### src/rtl/bank_trk_pkg.sv
package bank_trk_pkg;

  typedef enum logic [2:0] {
    OP_NOP = 3'd0,
    OP_ACT = 3'd1,
    OP_RD  = 3'd2,
    OP_WR  = 3'd3,
    OP_PRE = 3'd4
  } trk_op_e;

  typedef enum logic [1:0] {
    BK_CLOSED  = 2'd0,
    BK_OPEN    = 2'd1,
    BK_AUTOPRE = 2'd2
  } bank_st_e;

  function automatic int max2(input int a, input int b);
    return (a > b) ? a : b;
  endfunction

endpackage

### src/rtl/trk_timer.sv
// Down-counter: load has priority, otherwise counts toward zero and stops.
module trk_timer #(
  parameter int W = 4
) (
  input  logic         clk,
  input  logic         rst_n,
  input  logic         load,
  input  logic [W-1:0] load_val,
  output logic         expired
);
  logic [W-1:0] cnt;

  always_ff @(posedge clk) begin
    if (!rst_n)           cnt <= '0;
    else if (load)        cnt <= load_val;
    else if (cnt != '0)   cnt <= cnt - 1'b1;
  end

  assign expired = (cnt == '0);
endmodule

### src/rtl/bank_fsm.sv
// State and spacing timers for one bank.
module bank_fsm
  import bank_trk_pkg::*;
#(
  parameter int ROW_W = 12,
  parameter int BL_W  = 4,
  parameter int CNT_W = 4,
  parameter int T_RCD = 3,
  parameter int T_RC  = 9,
  parameter int T_RAS = 6,
  parameter int T_RP  = 2
) (
  input  logic             clk,
  input  logic             rst_n,
  input  logic             do_act,
  input  logic             do_col,
  input  logic             do_pre,
  input  logic             col_ap,
  input  logic [BL_W-1:0]  col_bl,
  input  logic [ROW_W-1:0] act_row,
  input  logic             rrd_ok,
  output logic             act_ok,
  output logic             col_ok,
  output logic             pre_ok,
  output logic             is_open,
  output logic [ROW_W-1:0] row
);
  localparam logic [CNT_W-1:0] LD_RCD = CNT_W'(T_RCD - 1);
  localparam logic [CNT_W-1:0] LD_RC  = CNT_W'(T_RC - 1);
  localparam logic [CNT_W-1:0] LD_RAS = CNT_W'(T_RAS - 1);
  localparam logic [CNT_W-1:0] LD_RP  = CNT_W'(T_RP - 1);

  bank_st_e        st;
  logic [BL_W-1:0] burst_left;
  logic            rc_exp, rcd_exp, ras_exp, rp_exp;
  logic            ap_fire;
  logic            close_now;

  assign ap_fire   = (st == BK_AUTOPRE) && (burst_left == '0) && ras_exp;
  assign close_now = do_pre || ap_fire;

  trk_timer #(.W(CNT_W)) u_rc  (.clk(clk), .rst_n(rst_n), .load(do_act),
                                .load_val(LD_RC),  .expired(rc_exp));
  trk_timer #(.W(CNT_W)) u_rcd (.clk(clk), .rst_n(rst_n), .load(do_act),
                                .load_val(LD_RCD), .expired(rcd_exp));
  trk_timer #(.W(CNT_W)) u_ras (.clk(clk), .rst_n(rst_n), .load(do_act),
                                .load_val(LD_RAS), .expired(ras_exp));
  trk_timer #(.W(CNT_W)) u_rp  (.clk(clk), .rst_n(rst_n), .load(close_now),
                                .load_val(LD_RP),  .expired(rp_exp));

  always_ff @(posedge clk) begin
    if (!rst_n) begin
      st  <= BK_CLOSED;
      row <= '0;
    end else begin
      unique case (st)
        BK_CLOSED: if (do_act) begin
          st  <= BK_OPEN;
          row <= act_row;
        end
        BK_OPEN: begin
          if (do_pre)                 st <= BK_CLOSED;
          else if (do_col && col_ap)  st <= BK_AUTOPRE;
        end
        BK_AUTOPRE: if (ap_fire) st <= BK_CLOSED;
        default: st <= BK_CLOSED;
      endcase
    end
  end

  always_ff @(posedge clk) begin
    if (!rst_n)
      burst_left <= '0;
    else if (do_col && col_ap)
      burst_left <= (col_bl == '0) ? '0 : col_bl - 1'b1;
    else if (st == BK_AUTOPRE && burst_left != '0)
      burst_left <= burst_left - 1'b1;
  end

  assign act_ok  = (st == BK_CLOSED) && rp_exp && rc_exp && rrd_ok;
  assign col_ok  = (st == BK_OPEN) && rcd_exp;
  assign pre_ok  = (st == BK_OPEN) && ras_exp;
  assign is_open = (st != BK_CLOSED);
endmodule

### src/rtl/bank_timing_tracker.sv
module bank_timing_tracker
  import bank_trk_pkg::*;
#(
  parameter int NUM_BANKS = 4,
  parameter int ROW_W     = 12,
  parameter int BL_W      = 4,
  parameter int T_RCD     = 3,
  parameter int T_RC      = 9,
  parameter int T_RRD     = 2,
  parameter int T_RAS     = 6,
  parameter int T_RP      = 2,
  localparam int BANK_W   = (NUM_BANKS > 1) ? $clog2(NUM_BANKS) : 1
) (
  input  logic                       clk,
  input  logic                       rst_n,
  input  logic                       cmd_valid,
  output logic                       cmd_ready,
  input  logic [2:0]                 cmd_op,
  input  logic [BANK_W-1:0]          cmd_bank,
  input  logic [ROW_W-1:0]           cmd_row,
  input  logic                       cmd_autopre,
  input  logic [BL_W-1:0]            cmd_burst,
  output logic                       rsp_valid,
  input  logic                       rsp_ready,
  output logic                       rsp_legal,
  output logic [NUM_BANKS-1:0]       act_ok,
  output logic [NUM_BANKS-1:0]       col_ok,
  output logic [NUM_BANKS-1:0]       pre_ok,
  output logic [NUM_BANKS-1:0]       bank_open,
  output logic [NUM_BANKS*ROW_W-1:0] open_rows
);
  localparam int T_MAX = max2(max2(max2(T_RCD, T_RC), max2(T_RAS, T_RP)), T_RRD);
  localparam int CNT_W = $clog2(T_MAX + 1);
  localparam logic [CNT_W-1:0] LD_RRD = CNT_W'(T_RRD - 1);

  logic accept, legal, commit;
  logic is_act, is_col, is_pre;
  logic rrd_exp;

  assign accept = cmd_valid && cmd_ready;
  assign is_act = (cmd_op == OP_ACT);
  assign is_col = (cmd_op == OP_RD) || (cmd_op == OP_WR);
  assign is_pre = (cmd_op == OP_PRE);

  always_comb begin
    unique case (cmd_op)
      OP_NOP:        legal = 1'b1;
      OP_ACT:        legal = act_ok[cmd_bank];
      OP_RD, OP_WR:  legal = col_ok[cmd_bank];
      OP_PRE:        legal = pre_ok[cmd_bank];
      default:       legal = 1'b0;
    endcase
  end

  assign commit = accept && legal;

  // Shared gap between activations of any two banks.
  trk_timer #(.W(CNT_W)) u_rrd (
    .clk(clk), .rst_n(rst_n), .load(commit && is_act),
    .load_val(LD_RRD), .expired(rrd_exp)
  );

  for (genvar b = 0; b < NUM_BANKS; b++) begin : g_bank
    logic hit;
    assign hit = commit && (cmd_bank == BANK_W'(b));

    bank_fsm #(
      .ROW_W(ROW_W), .BL_W(BL_W), .CNT_W(CNT_W),
      .T_RCD(T_RCD), .T_RC(T_RC), .T_RAS(T_RAS), .T_RP(T_RP)
    ) u_bank (
      .clk     (clk),
      .rst_n   (rst_n),
      .do_act  (hit && is_act),
      .do_col  (hit && is_col),
      .do_pre  (hit && is_pre),
      .col_ap  (cmd_autopre),
      .col_bl  (cmd_burst),
      .act_row (cmd_row),
      .rrd_ok  (rrd_exp),
      .act_ok  (act_ok[b]),
      .col_ok  (col_ok[b]),
      .pre_ok  (pre_ok[b]),
      .is_open (bank_open[b]),
      .row     (open_rows[b*ROW_W +: ROW_W])
    );
  end

  // One-entry verdict register with back-pressure.
  assign cmd_ready = !rsp_valid || rsp_ready;

  always_ff @(posedge clk) begin
    if (!rst_n) begin
      rsp_valid <= 1'b0;
      rsp_legal <= 1'b0;
    end else if (accept) begin
      rsp_valid <= 1'b1;
      rsp_legal <= legal;
    end else if (rsp_ready) begin
      rsp_valid <= 1'b0;
    end
  end
endmodule

### config.mk
export PLATFORM = sky130hd
export DESIGN_NAME = bank_timing_tracker
export DESIGN_NICKNAME = d
export VERILOG_FILES = /design/src/rtl/bank_trk_pkg.sv /design/src/rtl/trk_timer.sv /design/src/rtl/bank_fsm.sv /design/src/rtl/bank_timing_tracker.sv
export SDC_FILE = /design/constraint.sdc
export NUM_CORES = 1
export LEC_CHECK = 0
export ABC_CLOCK_PERIOD_IN_PS = 8400
export BUFFER_PORTS_ARGS = -buffer_cell sky130_fd_sc_hd__buf_2
export CORE_UTILIZATION = 40
export CTS_CLUSTER_DIAMETER = 80
export DETAILED_ROUTE_END_ITERATION = 6
export PLACE_DENSITY = 0.58
export SETUP_SLACK_MARGIN = 0.02
export SYNTH_ARGS = -nofsm -noshare
export SYNTH_HDL_FRONTEND = slang
export SYNTH_HIERARCHICAL = 1
export SYNTH_SLANG_ARGS = --single-unit
### constraint.sdc
create_clock -name clk -period 8.4 [get_ports clk]
set_input_delay 0.84 -clock clk [delete_from_list [all_inputs] [get_ports clk]]
set_output_delay 0.84 -clock clk [all_outputs]
set_load 0.01 [all_outputs]
# Word level (Yosys, flattened, before mapping)
# Index checks and enable logic that the tools add are counted.
# W data, S select, Z words.
dict set report op_classes {
  reduce_logical 155
  addsub 22
  n_eq_ne 27
  n_bitwise 1
  mux 72
  magnitude_cmp 1
}
# cell count
set ops {}
lappend ops {{$logic_not A4 Y1} 22}
lappend ops {{$sub A4 B1 Y4 const B} 22}
lappend ops {{$reduce_bool A4 Y1} 21}
lappend ops {{$mux W4} 17}
lappend ops {{$logic_and A1 B1 Y1} 55}
lappend ops {{$reduce_bool A2 Y1} 26}
lappend ops {{$mux W2} 24}
lappend ops {{$mux W3} 8}
lappend ops {{$pmux W2 S3} 4}
lappend ops {{$reduce_or A2 Y1} 10}
lappend ops {{$ne A2 B1 Y1 const B} 8}
lappend ops {{$mux W1} 15}
lappend ops {{$eq A2 B2 Y1 const B} 6}
lappend ops {{$ne A3 B1 Y1 const B} 4}
lappend ops {{$reduce_and A3 Y1} 4}
lappend ops {{$eq A2 B1 Y1 const B} 5}
lappend ops {{$logic_not A2 Y1} 5}
lappend ops {{$reduce_and A2 Y1} 4}
lappend ops {{$bmux W1 S2} 3}
lappend ops {{$eq A3 B2 Y1 const B} 2}
lappend ops {{$logic_or A1 B1 Y1} 6}
lappend ops {{$pmux W1 S4} 1}
lappend ops {{$eq A3 B1 Y1 const B} 1}
lappend ops {{$eq A3 B3 Y1 const B} 1}
lappend ops {{other kinds (4)} 4}
dict set report totals {
  wordCells 326
  out_inout_bits 67
  ff_bits 142
}

# Logic depth before layout (Yosys ltp)
# Gate-level depths: netlist (run 1).
dict set report depth {
  ltp_word 14
  mapped_depth 13
  depth_no_buf 12
}

# By module
# The synthesis (run 1) kept the hierarchy.
# mod cells_per_inst area_per_inst_um2 instances
set modules_own_cells {}
lappend modules_own_cells {trk_timer 23 230.2 17}
lappend modules_own_cells {bank_fsm 112 897.1 4}
lappend modules_own_cells {bank_timing_tracker 52 375.4 1}

# Worst setup path after synthesis (run 1)
# Ideal clock, no wire load.
dict set report synth_path {
  kind {reg2reg}
  from {reg u_rrd.cnt[0]}
  to {reg g_bank[0].u_bank.row[0]}
  arrival_ns 3.184
  stages_incl_launch_ff 14
  t_required_ns 8.324
  path_slack_ns 5.141
  path_cell_list {dfxtp_1 > inv_1 > ha_1 > nor3b_4 > nand3_1 > nor2_1 > mux2i_1 > nand2_1 > o2111ai_2 > nor3_1 > and2_1 > buf_4 > nand2_1 > a21boi_0}
}
dict set report synth_between {
  elab_chain_cells 9
}
# item line_no
set synth_lines {}
lappend synth_lines {{start, declared} trk_timer.sv:11} ;# logic [W-1:0] cnt;
lappend synth_lines {{start signal, assigned} trk_timer.sv:15} ;# else if (load) cnt <= load_val;
lappend synth_lines {{start signal, assigned} trk_timer.sv:16} ;# else if (cnt != '0) cnt <= cnt - 1'b1;
lappend synth_lines {{$logic_not A4 Y1} trk_timer.sv:19} ;# assign expired = (cnt == '0);
lappend synth_lines {{named net rrd_exp} bank_timing_tracker.sv:38} ;# logic rrd_exp;
lappend synth_lines {{$logic_and A1 B1 Y1} bank_fsm.sv:80} ;# assign act_ok = (st == BK_CLOSED) && rp_exp && rc_exp && rrd_ok;
lappend synth_lines {{named net act_ok[3]} bank_timing_tracker.sv:26} ;# output logic [NUM_BANKS-1:0] act_ok,
lappend synth_lines {{$bmux W1 S2} bank_timing_tracker.sv:48} ;# OP_ACT: legal = act_ok[cmd_bank];
lappend synth_lines {{$mux W1 (not written as such)} bank_timing_tracker.sv:48}
lappend synth_lines {{$pmux W1 S4} bank_timing_tracker.sv:46} ;# unique case (cmd_op)
lappend synth_lines {{$logic_and A1 B1 Y1} bank_timing_tracker.sv:55} ;# assign commit = accept && legal;
lappend synth_lines {{$logic_and A1 B1 Y1} bank_timing_tracker.sv:65} ;# assign hit = commit && (cmd_bank == BANK_W'(b));
lappend synth_lines {{$logic_and A1 B1 Y1} bank_timing_tracker.sv:73} ;# .do_act (hit && is_act),
lappend synth_lines {{$reduce_and A2 Y1 (no source line)} -}
lappend synth_lines {{end signal, assigned} bank_fsm.sv:59} ;# row <= act_row;
lappend synth_lines {{end, declared} bank_fsm.sv:26} ;# output logic [ROW_W-1:0] row
# The timed path passes the listed nets, and every way through them passes these cells. The select of a mux whose other input is x is not followed.
# A chain may end at the register's enable or synchronous reset.

# Final worst setup path (run 1)
dict set report layout_path {
  from {reg u_rrd.cnt[0]}
  to {reg g_bank[3].u_bank.row[0]}
}
dict set report layout_between {
  elab_chain_cells 9
}
# item line_no
set layout_lines {}
lappend layout_lines {{$logic_not A4 Y1 (*)} trk_timer.sv:19}
lappend layout_lines {{named net rrd_exp} bank_timing_tracker.sv:38}
lappend layout_lines {{$logic_and A1 B1 Y1} bank_fsm.sv:80}
lappend layout_lines {{$bmux W1 S2 (*)} bank_timing_tracker.sv:48}
lappend layout_lines {{$mux W1 (not written as such) (*)} bank_timing_tracker.sv:48}
lappend layout_lines {{$pmux W1 S4 (*)} bank_timing_tracker.sv:46}
lappend layout_lines {{$logic_and A1 B1 Y1 (*)} bank_timing_tracker.sv:55}
lappend layout_lines {{$logic_and A1 B1 Y1 (*)} bank_timing_tracker.sv:65}
lappend layout_lines {{$logic_and A1 B1 Y1 (*)} bank_timing_tracker.sv:73}
lappend layout_lines {{$reduce_and A2 Y1 (no source line) (*)} -}
lappend layout_lines {{end signal, assigned} bank_fsm.sv:59}
lappend layout_lines {{end, declared} bank_fsm.sv:26}
# The timed path passes the listed nets; every way through them passes the cells marked *. The select of a mux whose other input is x is not followed.

==> results.ini, run 1 <==
[timing]
final-setup-viol-count=0
fin_setup_tns_ps=0
worst_slew_pin_slew_ps=843
period_minus_slack_ps=3150
post-route-period-util=0.375
fmax_ghz=0.318
max_slew_margin=0.438
maxSlewViolCount=0
hold_viol=0
rsz0062_at_grt=no
skew_ps=9.33

[yosys]
syn_inst=891
synth.top_cells.by_area=dfxtp_1, nand2_1, a21boi_0
synth.distinct_cells=49
synthDominantCellAreaShare=0.361
yosysSeqAreaShare=0.361
synth_seq_cells=142
syn_area_um2=7880
ys_warn_count=6
synth_top_cell_by_area=dfxtp_1
avgSynthCellArea_um2=8.84

[worst_setup_path]
slowest_stage=nor3b_4
arrival_ps=3500
crit_path_cell_trace=inv_1 > ha_1 > nor3b_4 > nand3_1 > nor2_1 > mux2i_1 > nand2_1 > o2111ai_2 > nor2_1 > buf_4 > and2_1 > nand2_1 > a21boi_0
worstSetupEndpointType=flip-flop
reg2regPathDepth=13
cp_num_buf_inv=2
max_stage_delay_ps=450
crit_type=reg -> reg
start_kind=flip-flop
r2r-start=u_rrd/cnt[0]
worstPathRequired_ps=8750
rr_endpoint=g_bank[3].u_bank/row[0]
reg2reg_slack_ps=5250
crit_family=simple AND/OR/NAND/NOR gates
worstPathMaxFanout=21

[floorplan]
coreArea_um2=19000
die_width_um=142
io_pins=93
start_util=0.414
die-height_um=142
die_area_um2=20300
num_rows=50

[pwr]
peakVddDrop_mv=0.197
powerDensity_nw_per_um2=292
report.power.total_mw=2.72
p_leak_nw=3.89

[placement]
postPlaceCellArea_um2=8750
dp_cells=1284
gp_congestion=0.776
hpwl_um=12800
port_buffers=92

[drt]
final_antenna_net_count=0
wl_per_cell_um=13.6
vias=6397
drc_errors=0
first_pass_iters=5
drt_wl_total_um=17900
drt_iter0_markers=290
vias_per_cell=4.86

[flow_run]
maxCapViolCount=0

[clocking]
cts_buffer_depth=2
clock_latency_ps=430
h-tree-depth=4
cts_root_buffer=clkbuf_16
cts_tree=done
cts-resized-gates=0
clkTransAtPathRegs_ps=60
numCtsBuffers=17
holdBufCountCts=0
cts_setup_buffers=0
cts_sinks=142

[global_route]
overflow=0
grt_pass1_vias=5930
antenna_found_initial=2
grt_use_total=0.187
grt_pass1_wl_um=29900
grt_max_degree=87

[min_path]
min-delay-start=g_bank[2].u_bank/row[0]
min_path_cells=2
holdPathEnd=g_bank[2].u_bank/row[0]
hp-class=reg -> reg

[cells_and_area]
finish.instance_area_um2=9330
final_cell_mix=nand2_1, dfxtp_1, buf_2
utilization=0.490
final_common_cell=nand2_1
instances_no_fill=1317
fillers=1899
area_growth_pct=18.4
drive_gt1_frac=0.204
final_nets=1090

[status]
status=complete, no violations

cell type report:
cell class | instances | area (µm²) | area share
diodes | 1 | 2.50 | 0.000268
clock buffers | 19 | 443 | 0.0475
clock inverters | 13 | 133 | 0.0142
inverters | 54 | 203 | 0.0217
multi-input cells | 731 | 4880 | 0.523
flip-flops and latches | 142 | 2840 | 0.305
well taps | 260 | 325 | 0.0349
repair buffers | 97 | 500 | 0.0537
worst max path at each step:
stage | from | to | slack (ps) | depth (start not counted)
after floorplan | u_rrd/cnt[0] | g_bank[0].u_bank/row[0] | 5140 | 13
after global placement | u_rrd/cnt[0] | g_bank[2].u_bank/row[10] | 5250 | 13
after detailed placement | u_rrd/cnt[0] | g_bank[3].u_bank/row[0] | 5210 | 13
after CTS | u_rrd/cnt[0] | g_bank[3].u_bank/row[0] | 5170 | 13
after global routing | u_rrd/cnt[0] | g_bank[3].u_bank/row[3] | 4890 | 13
final | u_rrd/cnt[0] | g_bank[3].u_bank/row[0] | 5250 | 13
synthesized netlist by cell type, drive strengths merged:
master and instances:
a2111oi 1, a21boi 49, a21oi 12, a221oi 1, a22oi 4, a31o 4
a31oi 4, and2 9, and2b 8, and3b 8, buf 14, clkbuf 8
conb 10, dfxtp 142, ha 21, inv 54, mux2 19, mux2i 29
nand2 143, nand2b 37, nand3 67, nand4 2, nand4b 5, nor2 28
nor2b 7, nor3 33, nor3b 25, o2111ai 1, o211a 17, o211ai 5
o21ai 51, o21bai 4, o22ai 4, o2bb2ai 1, o311a 4, o31ai 18
or4b 4, xnor2 38
kinds of logic after synthesis:
| kind of cell | Yosys count | synth area share |
|---|---|---|
| compound gates | 180 | 0.169 |
| xor+xnor | 38 | 0.0422 |
| fa+ha+maj | 21 | 0.0334 |
| buf+inv | 76 | 0.0481 |
| flops | 142 | 0.361 |
| mux | 48 | 0.0645 |
| other cells | 10 | 0.00477 |
| simple gates | 376 | 0.277 |
worst register-to-register path, cell delays in order, from the launching register on:
cell	delay, ps
dfxtp_1	320
inv_1	90
ha_1	200
nor3b_4	450
nand3_1	130
nor2_1	270
mux2i_1	170
nand2_1	110
o2111ai_2	210
nor2_1	190
buf_4	260
and2_1	440
nand2_1	110
a21boi_0	150
per-stage QoR:
step           hold WS, ps  setup WS, ps
6_report               461          5250
5_1_grt                483          4890
4_1_cts                464          5170
3_5_place_dp           456          5210
3_3_place_gp           450          5250
2_1_floorplan          457          5140
routing by layer:
layer / global-route usage / vias to the layer above / routed length [µm]
met1: 0.248 / 2918 / 8870
met2: 0.297 / 113 / 7930
li1: - / 3348 / -
met4: 0.0600 / 2 / 189
met3: 0.0478 / 16 / 859
met5: 0 / - / 8
power breakdown:
part	internal, mW	switching (mW)
Sequential	0.814	0.130
Clock	0.421	0.316
Combinational	0.569	0.473
Total	1.80	0.920
flip-flops by register name, indices dropped and copies added, names as in the netlist, 4 cells and up:
register	cells
g_bank.u_bank/burst_left	16
g_bank.u_bank/row	48
g_bank.u_bank/st	8
g_bank.u_bank/u_ras/cnt	16
g_bank.u_bank/u_rc/cnt	16
g_bank.u_bank/u_rcd/cnt	16
g_bank.u_bank/u_rp/cnt	16
u_rrd/cnt	4
Power figures use the tool's default switching activity.
==> run 2, diff against run 1 <==
--- a/config.mk
+++ b/config.mk
@@ -5,7 +5,8 @@
 export SDC_FILE = /design/constraint.sdc
 export NUM_CORES = 1
 export LEC_CHECK = 0
-export ABC_CLOCK_PERIOD_IN_PS = 8400
+export ABC_AREA = 1
+export ABC_CLOCK_PERIOD_IN_PS = 3000
 export BUFFER_PORTS_ARGS = -buffer_cell sky130_fd_sc_hd__buf_2
 export CORE_UTILIZATION = 40
 export CTS_CLUSTER_DIAMETER = 80
==> constraint.sdc (replaced) <==
create_clock -name clk -period 3 [get_ports clk]
set_input_delay 0.3 -clock clk [delete_from_list [all_inputs] [get_ports clk]]
set_output_delay 0.3 -clock clk [all_outputs]
set_load 0.01 [all_outputs]
==> run 2 against run 1 <==
  * Wire length rose by 14%
  * Synthesized cell count is 48% higher
  * Combinational power grew to 3.2 times the previous value
  * Global-route usage grew 1.0 points
  * Non-clock buffer count grew 18
  * Fmax increased by 17%
  * Critical path type unchanged
  * Largest power group unchanged
  * Highest routed layer unchanged
==> results.ini, run 2 <==
[cells_and_area]
top_register=g_bank.u_bank/row  ; unchanged
area_growth_pct=20.5  ; was 18.4%
drive_gt1_frac=0.164  ; was 0.204
final_nets=1536  ; was 1090
diodes=0  ; was 1
finish.instance_area_um2=10000  ; was 9330 µm²
final_cell_mix=nand2_1, nor2_1, inv_1  ; was nand2_1, dfxtp_1, buf_2
largest_reg_flops=48  ; unchanged
final_common_cell=nand2_1  ; unchanged

[yosys]
synth_most_common_cell=nand2_1  ; unchanged
synth_top_cell_by_area=dfxtp_1  ; unchanged
avgSynthCellArea_um2=6.31  ; was 8.84 µm²
syn_area_um2=8320  ; was 7880 µm²
synth_seq_cells=142  ; unchanged
yosysSeqAreaShare=0.342  ; was 0.361
synth.distinct_cells=28  ; was 49
synth_ff_type=dfxtp_1  ; unchanged
synthTopCellsByCount=nand2_1, nor2_1, inv_1  ; was nand2_1, dfxtp_1, nand3_1
synthDominantCellAreaShare=0.342  ; was 0.361
synth_edf_count=0  ; unchanged
ys_warn_count=6  ; unchanged
synth.top_cells.by_area=dfxtp_1, nand2_1, nor2_1  ; was dfxtp_1, nand2_1, a21boi_0
syn_inst=1318  ; was 891
async_reset_ff_frac=0  ; unchanged

[clocking]
clkTransAtPathRegs_ps=60  ; about the same
cts_setup_buffers=0  ; unchanged
cts_root_buffer=clkbuf_16  ; unchanged
clock_latency_ps=430  ; about the same
cts_buffer_depth=2  ; unchanged
h-tree-depth=4  ; unchanged
cts_sinks=142  ; unchanged
numCtsBuffers=17  ; unchanged
cts_tree=done  ; unchanged

[drt]
vias_per_cell=4.59  ; was 4.86
final_antenna_net_count=0  ; unchanged
wl_per_cell_um=11.5  ; was 13.6 µm
drt_iter0_markers=385  ; was 290
vias=8136  ; was 6397
first_pass_iters=5  ; unchanged
drt_wl_total_um=20300  ; was 17900 µm
drc_errors=0  ; unchanged

[min_path]
hp-class=in -> reg  ; was reg -> reg
min_path_cells=4  ; was 2

[floorplan]
start_util=0.410  ; was 0.414
io_pins=93  ; unchanged
num_rows=52  ; was 50
die_area_um2=21400  ; was 20300 µm²
coreArea_um2=20300  ; was 19000 µm²
die-height_um=146  ; was 142 µm
die_width_um=146  ; was 142 µm

[worst_setup_path]
max_stage_delay_ps=330  ; was 450 ps
worstPathRequired_ps=3320  ; was 8750 ps
cp_num_buf_inv=3  ; was 2
start_kind=flip-flop  ; unchanged
crit_path_frequent_cell=nand2_1
arrival_ps=3010  ; was 3500 ps
worstPathMaxFanout=11  ; was 21
crit_type=reg -> reg  ; unchanged
worstSetupEndpointType=flip-flop  ; unchanged
crit_family=simple AND/OR/NAND/NOR gates  ; unchanged
cp.depth=18  ; was 13
slowest_stage=dfxtp_1  ; was nor3b_4
reg2regPathDepth=18  ; was 13
crit_path_cell_trace=inv_1 > ha_2 > nand2_1 > nor2_1 > inv_1 > nor2_1 > nand2_1 > nand2_1 > nand2_1 > nand2_1 > nand2_1 > nand3_4 > nand3_2 > nor2_1 > nand3_2 > buf_4 > o21ai_1 > nor2_1  ; was inv_1 > ha_1 > nor3b_4 > nand3_1 > nor2_1 > mux2i_1 > nand2_1 > o2111ai_2 > nor2_1 > buf_4 > and2_1 > nand2_1 > a21boi_0

[global_route]
grt_pass1_vias=7308  ; was 5930
overflow=0  ; unchanged
grt_use_total=0.197  ; was 0.187
grt_pass1_wl_um=34400  ; was 29900 µm
grt_max_degree=58  ; was 87
antenna_found_initial=1  ; was 2

[timing]
period_minus_slack_ps=2690  ; was 3150 ps
max_slew_margin=0.620  ; was 0.438
fmax_ghz=0.372  ; was 0.318 GHz
skew_ps=10.0  ; was 9.33 ps
maxSlewViolCount=0  ; unchanged
final-setup-viol-count=0  ; unchanged
hold_viol=0  ; unchanged
worst_slew_pin_slew_ps=571  ; was 843 ps
post-route-period-util=0.896  ; was 0.375
fin_setup_tns_ps=0  ; unchanged
rsz0062_at_grt=no  ; unchanged

[pwr]
powerDensity_nw_per_um2=815  ; was 292 nW/µm²
peakVddDrop_mv=0.466  ; was 0.197 mV
p_leak_nw=4.97  ; was 3.89 nW

[placement]
port_buffers=92  ; unchanged
gp_congestion=0.819  ; was 0.776
hpwl_um=15200  ; was 12800 µm
postPlaceCellArea_um2=9400  ; was 8750 µm²

[flow_run]
maxCapViolCount=0  ; unchanged

[status]
status=complete, no violations  ; unchanged

-- run 2: changes by cell type in the layout (fill, tap and decap cells not counted), moves of 34 or more --
cell      change
a21boi_0     -49
a21oi_1      +73
inv_1        +97
inv_2        +34
nand2_1     +156
nand2b_1     -37
nor2_1      +227
o21ai_1      +35
xnor2_1      -38
-- run 2: where the power goes --
group          switching, mW  leakage [nW]  internal (mW)
Clock                  0.868         0.284           1.31
Sequential             0.325          1.16           2.32
Combinational           2.07          3.53           1.27
-- run 2: repair_timing --
| item | in CTS | in global routing |
|---|---|---|
| setup endpoints to repair | 0 | 36 |
| hold buffers | 0 | 0 |
| gates resized for setup | 0 | 8 |
-- run 2: cell type report --
type / count / area, µm²
multi-input cells: 1027 / 4860
repair buffers: 115 / 686
inverters: 186 / 701
clock inverters: 13 / 163
well taps: 270 / 338
clock buffers: 19 / 433
fillers: 2111 / 10300
flip-flops and latches: 142 / 2840
-- run 2: stage by stage --
step / setup slack, ps / hold slack [ps] / power (mW) / instances / utilization
global route: 23.8 / 183 / 8.98 / 1772 / 0.494
global placement: 186 / 459 / 5.99 / 1740 / 0.463
detailed placement: 178 / 464 / 6.01 / 1740 / 0.463
CTS: 174 / 151 / 8.22 / 1772 / 0.492
floorplan: 20.5 / 425 / 5.25 / 1376 / -
finish: 311 / 169 / 8.17 / 1772 / 0.494
-- run 2: final timing paths --
check,start,endpoint,slack [ps]
max,g_bank[1].u_bank/u_ras/cnt[0],g_bank[3].u_bank/row[7],310
min,rsp_ready,rsp_valid,170
max reg2reg,g_bank[1].u_bank/u_ras/cnt[0],g_bank[3].u_bank/row[7],310
min reg2reg,g_bank[2].u_bank/row[6],g_bank[2].u_bank/row[6],480
-- run 2: worst register-to-register path: cells and delay by family, from the launching register on --
family | cells | cell delay [ps]
buffers and inverters | 3 | 400
adder cells (fa/ha/maj) | 1 | 230
AND/OR/NAND/NOR | 13 | 1460
flip-flops | 1 | 330
AO/OA/AOI/OAI | 1 | 160
-- run 2: cell families (layout without fill, tap and decap cells) --
| family | count (synthesis) | count (layout) | synth area share |
|---|---|---|---|
| DFF | 142 | 142 | 0.342 |
| buffers and inverters | 207 | 333 | 0.103 |
| AOI/OAI and AO/OA | 193 | 193 | 0.119 |
| and+or+nand+nor | 745 | 745 | 0.401 |
| other | 10 | 68 | 0.00451 |
| adders and majority gates | 21 | 21 | 0.0316 |
-- run 2: per-layer routing --
layer | up-vias | part of all wire | GRT usage
met5 | - | 0.00064 | 0
met4 | 2 | 0.020 | 0.0740
met3 | 28 | 0.034 | 0.0406
met2 | 103 | 0.46 | 0.319
met1 | 3536 | 0.49 | 0.258
li1 | 4467 | - | -
